--- config.mk ---
export PLATFORM = sky130hd
export DESIGN_NAME = evt_timer
export DESIGN_NICKNAME = d
export VERILOG_FILES = /design/src/rtl/evt_timer.sv
export SDC_FILE = /design/constraint.sdc
export NUM_CORES = 1
export LEC_CHECK = 0
export BUFFER_PORTS_ARGS = -buffer_cell sky130_fd_sc_hd__buf_4
export CAP_MARGIN = 30
export CORE_UTILIZATION = 45
export DETAILED_ROUTE_END_ITERATION = 10
export PLACE_DENSITY = 0.66
export SYNTH_ARGS = -nofsm -noshare
export SYNTH_HDL_FRONTEND = slang
export SYNTH_SLANG_ARGS = --single-unit
--- constraint.sdc ---
create_clock -name clk -period 3.4 [get_ports clk]
set_input_delay 0.17 -clock clk [delete_from_list [all_inputs] [get_ports clk]]
set_output_delay 0.17 -clock clk [all_outputs]
set_load 0.005 [all_outputs]
--- src/rtl/evt_timer.sv ---
module evt_timer #(
  parameter int W = 32
) (
  input  logic         clk,
  input  logic         rst,
  input  logic         tick_en,
  input  logic [1:0]   bus_addr,
  input  logic         bus_we,
  input  logic [W-1:0] bus_wdata,
  output logic [W-1:0] bus_rdata,
  output logic         irq
);
  localparam logic [1:0] OFS_MATCH = 2'd0;
  localparam logic [1:0] OFS_COUNT = 2'd1;
  localparam logic [1:0] OFS_CTRL  = 2'd2;
  localparam logic [1:0] OFS_CLR   = 2'd3;

  logic [W-1:0] match_q, cnt_q;
  logic         run_q, com_q, irq_q;

  wire          wr_clr  = bus_we && (bus_addr == OFS_CLR) && bus_wdata[0];
  wire          wr_stop = bus_we && (bus_addr == OFS_CTRL) && !bus_wdata[0];
  wire [W-1:0]  cnt_inc = cnt_q + 1'b1;
  wire          step    = run_q && tick_en && !wr_clr;
  wire          hit     = step && (cnt_inc == match_q);

  always_ff @(posedge clk) begin
    if (rst) begin
      match_q <= '0;
      cnt_q   <= '0;
      run_q   <= 1'b0;
      com_q   <= 1'b0;
      irq_q   <= 1'b0;
    end else begin
      if (wr_clr)
        cnt_q <= '0;
      else if (step)
        cnt_q <= (hit && com_q) ? '0 : cnt_inc;
      if (bus_we && bus_addr == OFS_MATCH)
        match_q <= bus_wdata;
      if (bus_we && bus_addr == OFS_CTRL) begin
        run_q <= bus_wdata[0];
        com_q <= bus_wdata[1];
      end
      if (wr_clr || wr_stop)
        irq_q <= 1'b0;
      else if (hit)
        irq_q <= 1'b1;
    end
  end

  always_comb begin
    case (bus_addr)
      OFS_MATCH: bus_rdata = match_q;
      OFS_COUNT: bus_rdata = cnt_q;
      OFS_CTRL:  bus_rdata = {{(W-2){1'b0}}, com_q, run_q};
      default:   bus_rdata = '0;
    endcase
  end

  assign irq = irq_q;
endmodule


# Word level (Yosys, flattened, before mapping)
# Index checks and enable logic that the tools add are counted.
# totals
reg_bits,67
input_bits,38
wordCells,27
# op_classes
add_sub_neg,1
n_eq_ne,4
mux,2
n_reduce_logical,15
# op_table
operator,count
$pmux 32 s3,1
$add 32x1->32 const B,1
$eq 32x32->1,1
$mux 32,1
$logic_and 1x1->1,9
$eq 2x2->1 const B,2
$reduce_or 2->1,2
$eq 2x1->1 const B,1
$logic_not 1->1,2
$logic_not 2->1,1
$logic_or 1x1->1,1

# Longest topological paths before layout
# logic_depth
word_depth,8
ltp_mapped,13
mapped_depth_nobuf,10

# Worst setup path before layout
# OpenSTA, ideal clock, no wires.
# synth_timing
path_kind,flip-flop to flip-flop
start,register cnt_q[0]
end,register cnt_q[0]
arrival_ns,2.967
required_time_ns,3.272
setup_slack_ns,0.306
path_stages_with_launch,12
cell_sequence,dfxtp_1 > ha_1 > nand4_1 > or3_1 > xnor2_1 > a2111oi_4 > nand4_2 > nor4_4 > a31oi_4 > buf_2 > mux2i_1 > nor2_1
# synth_between
elab_chain_cells,5
# synth_rtl
item,line,rtl
from (decl),18,"logic [W-1:0] match_q, cnt_q;"
from (signal assigned),38,cnt_q <= (hit && com_q) ? '0 : cnt_inc;
$add 32x1->32 *,23,wire [W-1:0] cnt_inc = cnt_q + 1'b1;
$eq 32x32->1,25,wire hit = step && (cnt_inc == match_q);
$logic_and 1x1->1,25,
$logic_and 1x1->1,38,
$mux 32 *,38,
# Every way passes the cells marked *; elsewhere a longest branch is shown, timed or not.
# A chain may end at the register's enable or synchronous reset.

# Final worst setup path
# layout_timing
start,register cnt_q[1]
end,register cnt_q[9]
# Same word-level chain as after synthesis.

==> reports/summary.md <==
Global route
- Global Route Usage Sum: 0.272
- global-route wire length before repair: 23.4 mm
- maximum number of pins on one net before global-route repair: 43
- number of global-route vias before repair: 4,403
- antenna violations before repair: 0
- GR Overflow Total: 0

Yosys
- number of cells produced by synthesis: 641
- share of Yosys cell area claimed by the top area cell type: 0.289
- Post-Synthesis Net Count: 680
- unique cell type count in the Yosys netlist: 59
- area of the mapped netlist: 4640 sq um
- Seq/Total Area, Yosys: 0.289
- synthesized flop and latch total: 67
- number of synthesized flops with an enable pin: 0
- most used flip-flop cell after synthesis: sky130_fd_sc_hd__dfxtp_1
- ranking of synthesized cells by instance count: sky130_fd_sc_hd__nand2_1, sky130_fd_sc_hd__dfxtp_1, sky130_fd_sc_hd__a21oi_1
- average cell area after synthesis: 7.24 sq um
- share of synthesized flip-flops with an asynchronous set or reset: 0
- leading cell types by total area after synthesis: sky130_fd_sc_hd__dfxtp_1, sky130_fd_sc_hd__nand2_1, sky130_fd_sc_hd__mux2i_1
- largest area contributor in the synthesized netlist: sky130_fd_sc_hd__dfxtp_1
- synthesis warning total: 0
- most common cell in the netlist: sky130_fd_sc_hd__nand2_1

Hold path
- Hold/Removal Path Class: primary input to register
- beginning of the worst hold path: bus_wdata[30]
- Endpoint, Worst Hold: match_q[30]$_SDFFE_PP0P_
- Hold Path Depth: 3

Routing
- number of DRC markers after the initial detailed-route iteration: 519
- Pre-antenna DRT Iters: 7
- total wirelength of the detailed-routed design: 14.7 mm
- detail-routed net length per standard cell: 17.6 microns
- final antenna-violating net count: 0
- DRC viols: 0
- vias per cell: 5.89
- number of vias in the routed layout: 4,943

Worst setup path
- worst endpoint required time: 3.69 ns
- worst r2r src: cnt_q[1]$_SDFFE_PP0P_
- CP Capture Type: register
- Slowest cell on crit path: sky130_fd_sc_hd__dfxtp_1
- sort of element at the start of the critical path: register
- series of cell instances along the critical path: ha_1 -> nand4_1 -> buf_4 -> nor4_4 -> nor2_1 -> a211o_1 -> a31oi_1 -> and3b_1 -> a31oi_4 -> or3b_1 -> a21oi_1
- Worst Path Max Fanout: 8
- peak per-stage delay on the critical path: 0.43 ns
- endpoint of the worst register-to-register path: cnt_q[9]$_SDFFE_PP0P_
- slack of the worst reg-to-reg path: 0.18 ns
- signal arrival time at the worst endpoint: 3.51 ns
- type of the worst setup path: register to register
- count of cells along the worst register-to-register path: 11

STA
- final count of pins violating max slew: 0
- final-report setup violation count: 0
- minimum clock period after layout: 3.22 ns
- final worst-path cycle share: 0.947
- worst-case setup margin in the final layout: 0.179 ns
- Final Skew: 0.0129 ns
- max-slew headroom at the worst pin: 0.428
- Fin. Hold Viols: 0
- upper clock frequency limit: 310 MHz
- actual transition at the worst max-transition pin: 0.858 ns

Floorplanning
- horizontal extent of the die: 104 microns
- core region area: 9860 sq um
- floorplan row count: 36
- number of top-level design ports: 71
- Die H: 104 microns
- area of the die: 10,700 sq um
- initial core utilization: 0.470

Final layout
- area delta synth->final: 23.1%
- fin util: 0.579
- multi-input combinational cell area: 3100 sq um
- Storage cell area: 1340 sq um
- final-stage net count: 741
- fraction of final layout cells sized beyond drive strength 1: 0.210
- diode insertion count for antenna repair: 0
- fill count: 930

CTS
- CTS tree: done
- worst skew pair latency: 0.36 ns
- number of buffers added by the clock tree synthesis step: 9
- number of sinks driven by the clock tree: 67
- number of levels the H-tree was split into: 3
- library cell used as clock root buffer: sky130_fd_sc_hd__clkbuf_8
- clock transition at the registers of the reported paths: 0.09 ns
- quantity of hold-fixing buffers added after cts: 0
- buffer depth of the longest clock path: 2

Pwr
- total power: 1.84 mW
- pwr dens: 321 nW/um^2
- reported leakage power: 2.17 nW
- worst voltage drop across the vdd grid: 0.223 mV

Job
- max_cap viols: 0

Place
- number of input and output port buffers inserted: 70
- minimum setup slack after placement: 0.0357 ns
- HPWL Detailed: 10.5 mm
- GP Congestion: 0.927

Run status
- status: completed

-- worst max-delay path by stage --
stage | to | startpoint | depth (start not counted) | slack (ns)
detailed placement | cnt_q[9]$_SDFFE_PP0P_ | cnt_q[1]$_SDFFE_PP0P_ | 10 | 0.04
finish | cnt_q[9]$_SDFFE_PP0P_ | cnt_q[1]$_SDFFE_PP0P_ | 11 | 0.18
global route | cnt_q[22]$_SDFFE_PP0P_ | cnt_q[1]$_SDFFE_PP0P_ | 12 | -0.02
CTS | cnt_q[9]$_SDFFE_PP0P_ | cnt_q[1]$_SDFFE_PP0P_ | 10 | 0.01
global placement | cnt_q[22]$_SDFFE_PP0P_ | cnt_q[7]$_SDFFE_PP0P_ | 10 | 0.007
floorplan | cnt_q[0]$_SDFFE_PP0P_ | cnt_q[0]$_SDFFE_PP0P_ | 11 | 0.31
-- logic make-up (layout without fill, tap and decap cells) --
logic type	after synthesis	in the layout	share of synthesized area
XOR/XNOR	39	39	0.0736
multiplexers	34	34	0.0734
buffers and inverters	61	126	0.0529
flip-flops	67	67	0.289
AO/OA/AOI/OAI	125	125	0.169
AND/OR/NAND/NOR	314	314	0.339
adder cells (fa/ha/maj)	1	1	0.00270
-- area by class of cell --
type / count / share of cell area
clock buffer: 9 / 0.0217
clock inverter: 6 / 0.0202
inverter: 1 / 0.000657
multi-input combinational: 513 / 0.544
sequential: 67 / 0.235
tap: 133 / 0.0291
timing repair buffer: 110 / 0.149
-- where the power goes --
group | switching, mW | internal [mW]
Sequential | 0.0174 | 0.798
Combinational | 0.100 | 0.0866
Clock | 0.348 | 0.486
-- per-layer routing --
metal / share of wire / GRT usage / up-vias
met5: 0 / 0 / -
met3: 0.084 / 0.0422 / 22
met2: 0.44 / 0.404 / 245
met1: 0.46 / 0.402 / 2294
met4: 0.014 / 0.0828 / 0
li1: - / - / 2382
-- state kept, by name, summed over array words and instances, names as in the netlist --
| register | flops |
|---|---|
| cnt_q | 32 |
| irq | 1 |
| com_q | 1 |
| match_q | 32 |
| run_q | 1 |
-- cells in the final DEF (no fill, tap or decap), drive strengths merged, types with 3 or more instances in the layout --
cell type,netlist,layout
nor2b,7,7
clkbuf,44,9
xor2,14,14
dfxtp,67,67
nand3,25,25
a211oi,3,3
xnor2,25,25
nor3,15,15
and2,10,10
and3,6,6
or2,4,4
nand3b,6,6
a31oi,28,28
nand2b,4,4
nand4,21,21
a21oi,54,54
or3,5,5
mux2i,34,34
nand2,126,126
buf,16,110
nor4,14,14
o21ai,15,15
nor2,53,53
and4,8,8
nor3b,3,3
bufinv,0,3
-- critical path, delay by kind of cell (launching register included) --
kind | cells | cell delay (ns)
adders and majority gates | 1 | 0.25
AOI/OAI and AO/OA | 4 | 0.91
and+or+nand+nor | 5 | 1.35
buffers and inverters | 1 | 0.22
DFF | 1 | 0.43
-- through the flow --
stage          cells  area, sq um  hold slack [ns]  TNS [ns]
2_1_floorplan    641         4640            0.286         0
3_3_place_gp     816         5340            0.418         0
3_5_place_dp     818         5370            0.428         0
4_1_cts          833         5610           0.0383         0
5_1_grt          839         5710           0.0429   -0.0226
6_report         839         5710           0.0451         0
-- what timing repair did --
item / in CTS / in global routing
buffers inserted: 0 / 6
resized for setup: 0 / 10
endpoints found under the setup margin: 0 / 33
Power figures use the tool's default switching activity.
